<file path="src/rtl/mbx_pkg.sv">
package mbx_pkg;

  typedef enum logic [1:0] {
    ST_IDLE = 2'd0,
    ST_WAKE = 2'd1,
    ST_RUN  = 2'd2,
    ST_DONE = 2'd3
  } mbx_state_e;

  localparam int REG_AW = 2;

  // control-side addresses
  localparam logic [REG_AW-1:0] CA_REQ  = 2'd0;  // write: request, read: status
  localparam logic [REG_AW-1:0] CA_ACK  = 2'd1;  // write: ack,     read: result
  localparam logic [REG_AW-1:0] CA_CFG  = 2'd2;  // pause enable

  // processing-side addresses
  localparam logic [REG_AW-1:0] PA_CLR  = 2'd0;  // write: clear start, read: command
  localparam logic [REG_AW-1:0] PA_DONE = 2'd1;  // write: done,        read: status

  localparam int STAT_W = 5;

endpackage

</file>
<file path="src/rtl/mbx_ctl_port.sv">
module mbx_ctl_port
  import mbx_pkg::*;
#(
  parameter int DATA_W = 16
) (
  input  logic                    clk,
  input  logic                    rst_n,
  input  logic                    wr_en,
  input  logic [REG_AW-1:0]       addr,
  input  logic [DATA_W-1:0]       wdata,
  input  logic [STAT_W-1:0]       status,
  input  logic [DATA_W-1:0]       result,
  output logic                    req_stb,
  output logic                    ack_stb,
  output logic                    pause_en,
  output logic [DATA_W-1:0]       rdata
);

  logic pause_en_n;

  always_comb begin
    req_stb = wr_en && (addr == CA_REQ);
    ack_stb = wr_en && (addr == CA_ACK) && wdata[0];
  end

  always_comb begin
    pause_en_n = pause_en;
    if (wr_en && (addr == CA_CFG)) begin
      pause_en_n = wdata[0];
    end
  end

  always_ff @(posedge clk or negedge rst_n) begin
    if (!rst_n) begin
      pause_en <= 1'b0;
    end else begin
      pause_en <= pause_en_n;
    end
  end

  always_comb begin
    rdata = '0;
    unique case (addr)
      CA_REQ:  rdata[STAT_W-1:0] = status;
      CA_ACK:  rdata = result;
      CA_CFG:  rdata[0] = pause_en;
      default: rdata = '0;
    endcase
  end

endmodule

</file>
<file path="src/rtl/mbx_core_port.sv">
module mbx_core_port
  import mbx_pkg::*;
#(
  parameter int DATA_W = 16
) (
  input  logic                    wr_en,
  input  logic [REG_AW-1:0]       addr,
  input  logic [DATA_W-1:0]       wdata,
  input  logic [DATA_W-1:0]       cmd,
  input  logic                    start_irq,
  output logic                    clr_stb,
  output logic                    done_stb,
  output logic [DATA_W-1:0]       rdata
);

  always_comb begin
    clr_stb  = wr_en && (addr == PA_CLR) && wdata[0];
    done_stb = wr_en && (addr == PA_DONE);
  end

  always_comb begin
    rdata = '0;
    if (addr == PA_CLR) begin
      rdata = cmd;
    end else if (addr == PA_DONE) begin
      rdata[0] = start_irq;
    end
  end

endmodule

</file>
<file path="src/rtl/mbx_seq.sv">
module mbx_seq
  import mbx_pkg::*;
#(
  parameter int DATA_W   = 16,
  parameter int WAKE_CYC = 2
) (
  input  logic              clk,
  input  logic              rst_n,
  input  logic              req_stb,
  input  logic [DATA_W-1:0] req_data,
  input  logic              ack_stb,
  input  logic              clr_stb,
  input  logic              done_stb,
  input  logic [DATA_W-1:0] done_data,
  input  logic              pause_en,
  output logic              start_irq,
  output logic              done_irq,
  output logic              clk_en,
  output logic              pending,
  output logic              busy,
  output logic [DATA_W-1:0] cmd,
  output logic [DATA_W-1:0] result
);

  localparam int CNT_W = (WAKE_CYC > 1) ? $clog2(WAKE_CYC) : 1;
  localparam logic [CNT_W-1:0] CNT_LAST = CNT_W'(WAKE_CYC - 1);

  mbx_state_e        state, state_n;
  logic [CNT_W-1:0]  cnt, cnt_n;
  logic              start_n, done_n, clk_en_n, pend_n;
  logic [DATA_W-1:0] pcmd, pcmd_n, cmd_n, result_n;

  always_comb begin
    state_n  = state;
    cnt_n    = cnt;
    start_n  = start_irq;
    done_n   = done_irq;
    pend_n   = pending;
    pcmd_n   = pcmd;
    cmd_n    = cmd;
    result_n = result;

    if (clr_stb) begin
      start_n = 1'b0;
    end

    unique case (state)
      ST_IDLE: begin
        if (req_stb) begin
          state_n = ST_WAKE;
          cmd_n   = req_data;
          cnt_n   = '0;
        end
      end
      ST_WAKE: begin
        if (req_stb) begin
          pend_n = 1'b1;
          pcmd_n = req_data;
        end
        if (cnt == CNT_LAST) begin
          state_n = ST_RUN;
          start_n = 1'b1;
        end else begin
          cnt_n = cnt + 1'b1;
        end
      end
      ST_RUN: begin
        if (req_stb) begin
          pend_n = 1'b1;
          pcmd_n = req_data;
        end
        if (done_stb) begin
          state_n  = ST_DONE;
          done_n   = 1'b1;
          result_n = done_data;
        end
      end
      ST_DONE: begin
        if (ack_stb) begin
          done_n = 1'b0;
          cnt_n  = '0;
          if (pending) begin
            state_n = ST_WAKE;
            cmd_n   = pcmd;
            pend_n  = req_stb;
            if (req_stb) begin
              pcmd_n = req_data;
            end
          end else if (req_stb) begin
            state_n = ST_WAKE;
            cmd_n   = req_data;
          end else begin
            state_n = ST_IDLE;
          end
        end else if (req_stb) begin
          pend_n = 1'b1;
          pcmd_n = req_data;
        end
      end
      default: state_n = ST_IDLE;
    endcase

    clk_en_n = !((state_n == ST_IDLE) && pause_en);
  end

  always_ff @(posedge clk or negedge rst_n) begin
    if (!rst_n) begin
      state     <= ST_IDLE;
      cnt       <= '0;
      start_irq <= 1'b0;
      done_irq  <= 1'b0;
      pending   <= 1'b0;
      pcmd      <= '0;
      cmd       <= '0;
      result    <= '0;
      clk_en    <= 1'b1;
    end else begin
      state     <= state_n;
      cnt       <= cnt_n;
      start_irq <= start_n;
      done_irq  <= done_n;
      pending   <= pend_n;
      pcmd      <= pcmd_n;
      cmd       <= cmd_n;
      result    <= result_n;
      clk_en    <= clk_en_n;
    end
  end

  always_comb begin
    busy = (state == ST_WAKE) || (state == ST_RUN);
  end

  AST_WAKE_LEAD: assert property (@(posedge clk) disable iff (!rst_n)
    $rose(start_irq) |-> ($past(clk_en, 1) && $past(clk_en, 2)));

  AST_START_HOLD: assert property (@(posedge clk) disable iff (!rst_n)
    (start_irq && !clr_stb) |=> start_irq);

  AST_DONE_HOLD: assert property (@(posedge clk) disable iff (!rst_n)
    (done_irq && !ack_stb) |=> done_irq);

  AST_PAUSE_SAFE: assert property (@(posedge clk) disable iff (!rst_n)
    !clk_en |-> ((state == ST_IDLE) && !pending && !start_irq && !done_irq));

  AST_PEND_KEEP: assert property (@(posedge clk) disable iff (!rst_n)
    (pending && !(ack_stb && (state == ST_DONE))) |=> pending);

  AST_DONE_IGNORED: assert property (@(posedge clk) disable iff (!rst_n)
    (done_stb && (state != ST_RUN)) |=> $stable(result));

endmodule

</file>
<file path="src/rtl/icc_mailbox.sv">
module icc_mailbox
  import mbx_pkg::*;
#(
  parameter int DATA_W   = 16,
  parameter int WAKE_CYC = 2
) (
  input  logic              clk,
  input  logic              rst_n,
  input  logic              ctl_wr_en,
  input  logic [1:0]        ctl_addr,
  input  logic [DATA_W-1:0] ctl_wdata,
  output logic [DATA_W-1:0] ctl_rdata,
  input  logic              core_wr_en,
  input  logic [1:0]        core_addr,
  input  logic [DATA_W-1:0] core_wdata,
  output logic [DATA_W-1:0] core_rdata,
  output logic              start_irq,
  output logic              done_irq,
  output logic              core_clk_en
);

  logic              req_stb, ack_stb, pause_en;
  logic              clr_stb, done_stb;
  logic              pending, busy;
  logic [DATA_W-1:0] cmd, result;
  logic [STAT_W-1:0] status;

  always_comb begin
    status = {start_irq, core_clk_en, busy, pending, done_irq};
  end

  mbx_ctl_port #(.DATA_W(DATA_W)) ctl_port_i (
    .clk      (clk),
    .rst_n    (rst_n),
    .wr_en    (ctl_wr_en),
    .addr     (ctl_addr),
    .wdata    (ctl_wdata),
    .status   (status),
    .result   (result),
    .req_stb  (req_stb),
    .ack_stb  (ack_stb),
    .pause_en (pause_en),
    .rdata    (ctl_rdata)
  );

  mbx_core_port #(.DATA_W(DATA_W)) core_port_i (
    .wr_en     (core_wr_en),
    .addr      (core_addr),
    .wdata     (core_wdata),
    .cmd       (cmd),
    .start_irq (start_irq),
    .clr_stb   (clr_stb),
    .done_stb  (done_stb),
    .rdata     (core_rdata)
  );

  mbx_seq #(.DATA_W(DATA_W), .WAKE_CYC(WAKE_CYC)) seq_i (
    .clk       (clk),
    .rst_n     (rst_n),
    .req_stb   (req_stb),
    .req_data  (ctl_wdata),
    .ack_stb   (ack_stb),
    .clr_stb   (clr_stb),
    .done_stb  (done_stb),
    .done_data (core_wdata),
    .pause_en  (pause_en),
    .start_irq (start_irq),
    .done_irq  (done_irq),
    .clk_en    (core_clk_en),
    .pending   (pending),
    .busy      (busy),
    .cmd       (cmd),
    .result    (result)
  );

endmodule

</file>
<file path="config.mk">
export PLATFORM = sky130hd
export DESIGN_NAME = icc_mailbox
export DESIGN_NICKNAME = d
export VERILOG_FILES = /design/src/rtl/mbx_pkg.sv /design/src/rtl/mbx_ctl_port.sv /design/src/rtl/mbx_core_port.sv /design/src/rtl/mbx_seq.sv /design/src/rtl/icc_mailbox.sv
export SDC_FILE = /design/constraint.sdc
export NUM_CORES = 1
export LEC_CHECK = 0
export CORE_UTILIZATION = 48
export CTS_BUF_LIST = sky130_fd_sc_hd__clkbuf_16
export CTS_CLUSTER_DIAMETER = 100
export DETAILED_ROUTE_END_ITERATION = 7
export GPL_TIMING_DRIVEN = 0
export PLACE_DENSITY = 0.79
export SYNTH_ARGS = -nofsm -noshare
export SYNTH_HDL_FRONTEND = slang
export SYNTH_SLANG_ARGS = --single-unit
</file>
<file path="constraint.sdc">
create_clock -name clk -period 2.1 [get_ports clk]
set_clock_uncertainty 0.05 [all_clocks]
set_input_delay 0.42 -clock clk [delete_from_list [all_inputs] [get_ports clk]]
set_output_delay 0.42 -clock clk [all_outputs]
set_load 0.02 [all_outputs]
</file>
* After elaboration in Yosys (flattened, before gate mapping)
Cells that the tools add are included.
Storage, ports and cells: register bits after elaboration 56, bits of input ports 40, output and inout bits 35
Operators by class: add/subtract/negate cells 1, eq/ne operators 10, mux-type cells 34, reductions and logical operators 24
Operators by type and width (number):
- 16-bit two-way mux | 6
- 16-bit case mux with 2 select lines | 2
- 15-bit two-way mux | 1
- 1-bit two-way mux | 13
- 11-bit two-way mux | 1
- 2-bit two-way mux | 5
- 1-bit logical AND | 8
- 2-bit logical NOT | 4
- 2-bit case mux with 4 select lines | 1
- 4-bit case mux with 2 select lines | 1
- 2-bit by 1-bit == test with 1-bit output (second input constant) | 3
- 2-bit == test (second input constant) | 3
- 1-bit case mux with 3 select lines | 2
- 2-bit AND reduction | 3
- 3-bit AND reduction | 2
- 2-bit nonzero test | 3
- 2-bit inequality test (second input constant) | 2
- 1-bit case mux with 2 select lines | 2
- 3-bit by 2-bit inequality test with 1-bit output (second input constant) | 1
- 3-bit nonzero test | 1
- 2-bit by 1-bit inequality test with 1-bit output (second input constant) | 1
- 2-bit OR reduction | 1
- 1-bit adder (second input constant) | 1
- 1-bit logical NOT | 1
- 1-bit logical OR | 1

* Logic depth before layout (Yosys ltp)
Gate-level depths: netlist of the first run.
depth after elaboration 9, gate-level depth with buffers 8, mapped depth without buffers 6

* By module
A second synthesis of the first run with hierarchy kept.
Unflattened totals: cells, all modules 243, area, all modules 2760.1 um2
Modules (own cells, without submodules):
- mbx_seq | times used 1, cells an instance 191, area each 2351.0 um2, seq. area each 1377.6 um2
- mbx_ctl_port | times used 1, cells an instance 31, area each 264.0 um2, seq. area each 25.0 um2
- mbx_core_port | times used 1, cells an instance 21, area each 145.1 um2, seq. area each 0.0 um2

* Worst setup path after synthesis of the first run
OpenSTA, ideal clock, no wires.
kind register to register, start register seq_i.state[0], end register seq_i.clk_en, library setup time 88 ps, data arrival time 1609 ps, slack 352 ps, stages on the path, launching flop included 8, cell sequence dfrtp_1 > inv_1 > ha_1 > and4b_1 > buf_2 > o22ai_1 > o22ai_1 > or3b_1
On the way: cells in the longest elaborated chain, start to end 5
Ends and longest elaborated chain:
- start: declaration | line mbx_seq.sv:28 | mbx_state_e state, state_n;
- start signal: assignment | line mbx_seq.sv:118 | state <= state_n;
- 2-bit == test, or another cell as far along | line mbx_seq.sv:47 | unique case (state)
- 2-bit case mux with 4 select lines (*) | line mbx_seq.sv:47
- net seq_i.state_n[0] | line mbx_seq.sv:28
- 2-bit logical NOT (*) | line mbx_seq.sv:103 | clk_en_n = !((state_n == ST_IDLE) && pause_en);
- 1-bit logical AND (*) | line mbx_seq.sv:103
- 1-bit logical NOT (*) | line mbx_seq.sv:103
- net seq_i.clk_en_n | line mbx_seq.sv:30 | logic start_n, done_n, clk_en_n, pend_n;
- end signal: assignment | line mbx_seq.sv:126 | clk_en <= clk_en_n;
- end: declaration | line mbx_seq.sv:18 | output logic clk_en,
Mark *: on every way through the listed nets, which the timed path passes. The rest lies on a longest branch. A chain may end at the register's enable or synchronous reset.

* Worst setup path in the final report of the first run
start input port ctl_wr_en, end register seq_i.pcmd[10]
On the way: cells in the longest elaborated chain, start to end 5
Ends and longest elaborated chain:
- start: declaration | line icc_mailbox.sv:9 | input logic ctl_wr_en,
- 1-bit logical AND | line mbx_ctl_port.sv:22 | req_stb = wr_en && (addr == CA_REQ);
- 16-bit two-way mux (2 in a row)
- 16-bit two-way mux | line mbx_seq.sv:79 | if (ack_stb) begin
- 16-bit case mux with 2 select lines | line mbx_seq.sv:47
- end signal: assignment | line mbx_seq.sv:123 | pcmd <= pcmd_n;
- end: declaration | line mbx_seq.sv:31 | logic [DATA_W-1:0] pcmd, pcmd_n, cmd_n, result_n;
Several ways; a longest one is shown, not always the timed one. The select of a mux whose other input is x is not followed.

==> run metrics, run 1 <==
clk buf depth=2; Worst-path clk slew=0.07 ns; width of the die=78.60 um; Setup TNS=0 ns; Core Footprint=0.005574 sq mm; FF/Latch Area=0.001404 sq mm; PnR worst setup slack=0.04726 ns; Top Ports=75; residual DRC count=0; gr ovfl total=0; Finished Core Util=0.7048; Buf+Inv Stages, Crit Path=2; post-layout min period=2.053 ns; CP max stage delay=0.60 ns; synth warn=0; pre-CTS WS=-0.8454 ns; PwrDens=1117 mW/mm^2; Worst-Margin Slew=0.4038 ns; Wirelength per Cell=15.73 um; Fmax=0.4872 GHz; first-pass GRT wire length=11.44 mm; Req. time, crit path=2.22 ns; layout cells sized above 1=0.1945; Final Total Pwr=4.390 mW; post-route cell area=0.003929 sq mm; Final Setup Violations=0; leakage=1.867 nW; simple logic cell fraction of the synthesized area=0.2155; fin crit share=0.9775; Max Slew Vio Count=0; average cell area after synthesis=10.39 sq um; Final Hold Vio Count=11; post-synthesis sequential area ratio=0.4980; Post-Synthesis Cells=271; Multi-input gate area=0.001320 sq mm; Max VDD drop=573.9 uV; Post-Synth Adder-Cell Area=0.01777; P&R area growth vs syn=39.49%; nets=408; Cell Area, Synth=0.002816 sq mm; crit end category=flip-flop; initial antenna violation count=0; iteration count of the initial detailed-routing pass=4; # fillers=445; Initial Util=0.5053; drt total wl=6.873 mm; Port Buffers=74; diodes inserted=0; largest net degree at the start of global routing=42; min-delay worst type=in -> async; largest family of logic cells by synthesized area=simple AND/OR/NAND/NOR gates; cell family with most CP delay=buffers and inverters; critical path class=in -> reg; cts bufs inserted=5; Synth Area in XOR/XNOR=0; vias in the first global route=2366; Hold Buf Count CTS=0; number of synthesized register bits=56; synth unique cells=36; CTS H-tree lvls=2; antenna-violating nets left=0; row count=27; crit-path cells=clkdlybuf4s50_1, or3b_4, nor2_8, buf_12, mux2_4; GP Congestion=0.8134; CP max-delay cell=clkdlybuf4s50_1; WP data arrival=2.17 ns; status=finished, violations left; Vias/cell=5.201; GRT Util Overall=0.2385; CP Launch Type=input pin; HPWL Detailed=4.740 mm; die height=78.60 um; Starting DRT DRC Count=111; RSZ-0062 raised after global routing=no; failing checks=hold timing; worst rel slew slack=0.7308; hold slack final=-0.004617 ns; Clock Tree Root=clkbuf_16; placed instance area=0.003662 sq mm; via count=2273; CTS tree=done; Post-Syn Nets=315; multiplexer share of the synthesized area=0.1546; Die ar.=0.006178 sq mm; Synth Area in Compound Gates=0.07463; maxcap violations=0; clock sink count=56; CP Max Fanout=10; clk_lat worst skew=0.29 ns
==> layer usage <==
layer	wire [um]	global-route usage	vias to the layer above
met3	209	0.03488	14
met5	0	0	-
met4	180	0.07222	0
met1	2964	0.3060	1113
met2	3519	0.4139	56
li1	-	-	1090
==> placed cells by master (no fill, tap or decap), types with 2 or more instances in the layout <==
| master | netlist | final |
|---|---|---|
| nand2_1 | 51 | 51 |
| o22ai_1 | 3 | 3 |
| mux2i_1 | 21 | 21 |
| clkbuf_16 | 0 | 5 |
| nor2b_1 | 3 | 2 |
| clkdlybuf4s15_2 | 0 | 9 |
| ha_1 | 4 | 3 |
| buf_6 | 0 | 2 |
| clkbuf_2 | 0 | 2 |
| dfrtp_1 | 55 | 54 |
| mux2_4 | 9 | 9 |
| o21ai_0 | 6 | 5 |
| buf_4 | 5 | 14 |
| a22o_1 | 2 | 2 |
| inv_1 | 5 | 5 |
| clkbuf_8 | 0 | 2 |
| clkdlybuf4s50_1 | 0 | 37 |
| nor2_1 | 26 | 25 |
| mux2_2 | 8 | 8 |
| buf_12 | 1 | 2 |
| buf_2 | 4 | 5 |
| and2_1 | 27 | 27 |
| dlygate4sd2_1 | 0 | 24 |
| clkinv_1 | 0 | 2 |
| a21oi_1 | 19 | 19 |
==> sequential cells by signal, indices dropped and copies added, names as in the netlist <==
name	flops
seq_i.done_irq	1
seq_i.pcmd	16
seq_i.start_irq	1
seq_i.cmd	16
seq_i.cnt	1
seq_i.state	2
seq_i.result	16
seq_i.clk_en	1
ctl_port_i.pause_en	1
seq_i.pending	1
==> stage by stage <==
stage	hold WS (ns)	instances
6_report	-0.004617	437
5_1_grt	0.02577	437
4_1_cts	0.008770	434
3_5_place_dp	0.3149	418
3_3_place_gp	0.3996	417
2_1_floorplan	0.07441	271
==> cell families (layout without fill, tap and decap cells) <==
kind of cell    count (synthesis)  in the layout
simple gates                  119            119
compound gates                 35             35
mux                            38             38
buf+inv                        19            113
fa+ha+maj                       4              4
flops                          56             56
==> cell type report <==
cell class                 instances  area share
multi-input combinational        196      0.3360
tap                               72     0.02293
timing repair buffer              86      0.2083
clock inverter                     3    0.009554
sequential                        56      0.3573
clock buffer                       5     0.03185
buffer                            14     0.02930
inverter                           5    0.004777
==> synth_stat cells <==
| cell | count | area, sq um |
|---|---|---|
| nand2b_1 | 1 | 6.260 |
| and4b_2 | 1 | 11.26 |
| o22ai_1 | 3 | 18.77 |
| mux2i_1 | 21 | 210.2 |
| o211a_1 | 1 | 10.01 |
| and2_1 | 27 | 168.9 |
| buf_4 | 5 | 37.54 |
| nor2b_1 | 3 | 18.77 |
| and4b_1 | 1 | 10.01 |
| mux2_4 | 9 | 135.1 |
| a21oi_1 | 19 | 95.09 |
| nand3_1 | 1 | 5.000 |
| a22o_1 | 2 | 17.52 |
| buf_2 | 4 | 20.02 |
| nor2_1 | 26 | 97.59 |
| o21ai_0 | 6 | 30.03 |
| nor3b_2 | 1 | 12.51 |
| nor3_1 | 1 | 5.000 |
| or3b_4 | 1 | 11.26 |
| ha_1 | 4 | 50.05 |
| or3b_1 | 1 | 8.760 |
| nand2_1 | 51 | 191.4 |
| dfrtp_1 | 55 | 1376 |
| o21a_1 | 1 | 7.510 |
| o211ai_1 | 1 | 7.510 |
| mux2_2 | 8 | 90.09 |
| a221oi_2 | 1 | 15.01 |
| clkbuf_1 | 4 | 15.01 |
| nand4b_1 | 1 | 8.760 |
| a221oi_1 | 1 | 8.760 |
| buf_12 | 1 | 20.02 |
| dfstp_2 | 1 | 26.28 |
| nor2_8 | 1 | 20.02 |
| nand4b_4 | 1 | 23.77 |
| nand3b_1 | 1 | 7.510 |
| inv_1 | 5 | 18.77 |
==> power by group <==
group	leakage (nW)	internal (mW)	switching [mW]	total [mW]
sequential	0.672	1.56	0.269	1.83
clock	0.0789	0.555	0.367	0.922
combinational	1.12	0.825	0.815	1.64
==> worst reg2reg max path: stages, from the launching register on <==
cell and delay [ns]:
dfrtp_2 0.41, inv_1 0.08, ha_2 0.24, and4b_1 0.23, buf_2 0.19, o22ai_1 0.18
o22ai_1 0.14, or3b_1 0.36
==> final timing paths <==
check | startpoint | to | slack, ns | cells after the start
hold reg to reg | seq_i.result[14] | seq_i.result[14] | 0.42 | 2
max in group asynchronous | rst_n | seq_i.result[10] | 1.47 | 2
setup / recovery | ctl_wr_en | seq_i.pcmd[10] | 0.05 | 5
setup reg to reg | seq_i.state[0] | seq_i.clk_en | 0.16 | 7
min in group clk | seq_i.result[14] | seq_i.result[14] | 0.42 | 2
hold / removal | rst_n | seq_i.pcmd[7] | -0.005 | 1
==> timing repair <==
item / 4_1_cts / 5_1_grt
pin swaps: 1 / 1
buffers inserted: 7 / 3
resized for setup: 73 / 6
cloned: 1 / 0
setup endpoints to repair: 32 / 12
(Power assumes the default switching activity.)
==> run 2, diff against run 1 <==
CAP_MARGIN = 15   (was default)
REMOVE_ABC_BUFFERS = 1   (was default)
==> run metrics, run 2 (same netlist as run 1, synthesis figures left out) <==
Port Buffers=74 (unchanged); RSZ-0062 raised after global routing=no (unchanged); critical path class=in -> reg (unchanged); clock sink count=56 (unchanged); Worst Setup SP=ctl_wr_en (unchanged); CTS tree=done (unchanged); CP max-delay cell=clkdlybuf4s50_1 (unchanged); Buf+Inv Stages, Crit Path=1 (was 2); P&R area growth vs syn=35.05% (was 39.49%); residual DRC count=0 (unchanged); Max Slew Vio Count=0 (unchanged); Top Ports=75 (unchanged); post-layout min period=2.038 ns (was 2.053 ns); largest net degree at the start of global routing=39 (was 42); Multi-input gate area=0.001349 sq mm (was 0.001320 sq mm); Setup TNS=0 ns (unchanged); commonest non-fill, non-tap cell in the layout=dfrtp_1 (unchanged); worst r2r dst=seq_i.cmd[5] (was seq_i.clk_en); FF/Latch Area=0.001403 sq mm (was 0.001404 sq mm); Die ar.=0.006178 sq mm (unchanged); cts bufs inserted=5 (unchanged); crit-path cells=clkdlybuf4s50_1, or3b_4, nor2_8, mux2_2 (was clkdlybuf4s50_1, or3b_4, nor2_8, buf_12, mux2_4); pre-CTS WS=-1.101 ns (was -0.8454 ns); nets=388 (was 408); Final Total Pwr=4.243 mW (was 4.390 mW); via count=2187 (was 2273); # fillers=433 (was 445); clk buf depth=2 (unchanged); worst rel slew slack=0.6922 (was 0.7308); CTS H-tree lvls=2 (unchanged); most crowded layer after global routing=met2 (unchanged); diodes inserted=0 (unchanged); leakage=1.945 nW (was 1.867 nW); first-pass GRT wire length=10.68 mm (was 11.44 mm); min-delay worst type=in -> async (unchanged); Final Setup Violations=0 (unchanged); Final Hold Vio Count=0 (was 11); CP Depth=4 (was 5); crit path to=seq_i.pcmd[0] (was seq_i.pcmd[10]); PnR worst setup slack=0.06165 ns (was 0.04726 ns); row count=27 (unchanged); antenna-violating nets left=0 (unchanged); M3 GR Usage=0.04651 (was 0.03488); initial antenna violation count=0 (unchanged); width of the die=78.60 um (unchanged); vias in the first global route=2198 (was 2366); Largest regs=seq_i.cmd x16, seq_i.pcmd x16, seq_i.result x16 (unchanged); GRT met2 Usage=0.3704 (was 0.4139); most frequent cells in the layout=55 x dfrtp_1, 51 x nand2_1, 40 x clkdlybuf4s50_1, 26 x and2_1, 25 x nor2_1 (was 54 x dfrtp_1, 51 x nand2_1, 37 x clkdlybuf4s50_1, 27 x and2_1, 25 x nor2_1); reg2reg path depth=6 (was 7); gr ovfl total=0 (unchanged); iteration count of the initial detailed-routing pass=4 (unchanged); WP data arrival=2.16 ns (was 2.17 ns); Core Footprint=0.005574 sq mm (unchanged); met1 Use GR=0.2985 (was 0.3060); Initial Util=0.5053 (unchanged); Worst-path clk slew=0.07 ns (about the same); CP max stage delay=0.58 ns (was 0.60 ns); status=finished, final reports clean (was finished, violations left); HPWL Detailed=4.209 mm (was 4.740 mm); cell family with most CP delay=simple AND/OR/NAND/NOR gates (was buffers and inverters); CP Max Fanout=17 (was 10); Vias/cell=5.245 (was 5.201); Max VDD drop=615.8 uV (was 573.9 uV); maxcap violations=0 (unchanged); die height=78.60 um (unchanged); r2r startpoint=seq_i.state[0] (unchanged); Worst-Margin Slew=0.4617 ns (was 0.4038 ns); Finished Core Util=0.6824 (was 0.7048); Req. time, crit path=2.22 ns (about the same); Clock Tree Root=clkbuf_16 (unchanged); GP Congestion=0.8901 (was 0.8134); clk_lat worst skew=0.29 ns (about the same); fin crit share=0.9706 (was 0.9775); layout cells sized above 1=0.1420 (was 0.1945); R2R setup slack=0.20 ns (was 0.16 ns); Wirelength per Cell=15.28 um (was 15.73 um); PwrDens=1116 mW/mm^2 (was 1117 mW/mm^2); Fmax=0.4906 GHz (was 0.4872 GHz); CP Launch Type=input pin (unchanged); GRT Util Overall=0.2212 (was 0.2385); crit end category=flip-flop (unchanged); drt total wl=6.370 mm (was 6.873 mm); Starting DRT DRC Count=117 (was 111)
run 2: changes by cell type in the layout (fill, tap and decap cells not counted), moves of 3 or more:
cell	change
buf_2	-3
clkdlybuf4s50_1	+3
dlymetal6s2s_1	+12
clkdlybuf4s15_2	-7
dlygate4sd2_1	-10
buf_4	-10
run 2: cell type report:
cell class,instances,area share
inverters,5,0.004934
repair buffers,79,0.2105
clock buffers,5,0.03289
clock inverters,3,0.004605
well taps,72,0.02368
flip-flops and latches,56,0.3688
multi-input cells,197,0.3546
run 2: power by group:
part           leakage (nW)  switching, mW  internal [mW]  total [mW]
Clock                0.0754          0.368          0.441       0.808
Sequential            0.673          0.275           1.56        1.83
Combinational          1.20          0.793          0.810        1.60
run 2: how the worst min path moves through the flow:
| stage | end | slack, ns | depth (start not counted) |
|---|---|---|---|
| floorplan | ctl_port_i.pause_en | 0.07 | 0 |
| global placement | seq_i.result[15] | 0.40 | 2 |
| detailed placement | seq_i.result[3] | 0.35 | 1 |
| CTS | seq_i.result[5] | 0.03 | 1 |
| global route | seq_i.result[5] | 0.06 | 1 |
| finish | seq_i.result[5] | 0.03 | 1 |
run 2: layer usage:
metal | wire length, um | part of all wire
met3 | 391 | 0.061
met5 | 0 | 0
met4 | 36 | 0.0057
met1 | 2828 | 0.44
met2 | 3114 | 0.49
run 2: repair_timing:
item                       in CTS  in global routing
setup endpoints to repair      67                 31
buffers inserted                3                  1
hold buffers                    0                  0
pin swaps                       2                  0
gates resized for setup        45                 17
gates cloned                    1                  0
run 2: metrics by stage:
| step | instance area [sq um] | instances | hold WS (ns) |
|---|---|---|---|
| after global placement | 3555 | 403 | 0.3991 |
| after detailed placement | 3570 | 404 | 0.3483 |
| after global routing | 3804 | 417 | 0.05548 |
| final | 3804 | 417 | 0.03218 |
| after CTS | 3764 | 416 | 0.03430 |
| after floorplan | 2724 | 257 | 0.07441 |
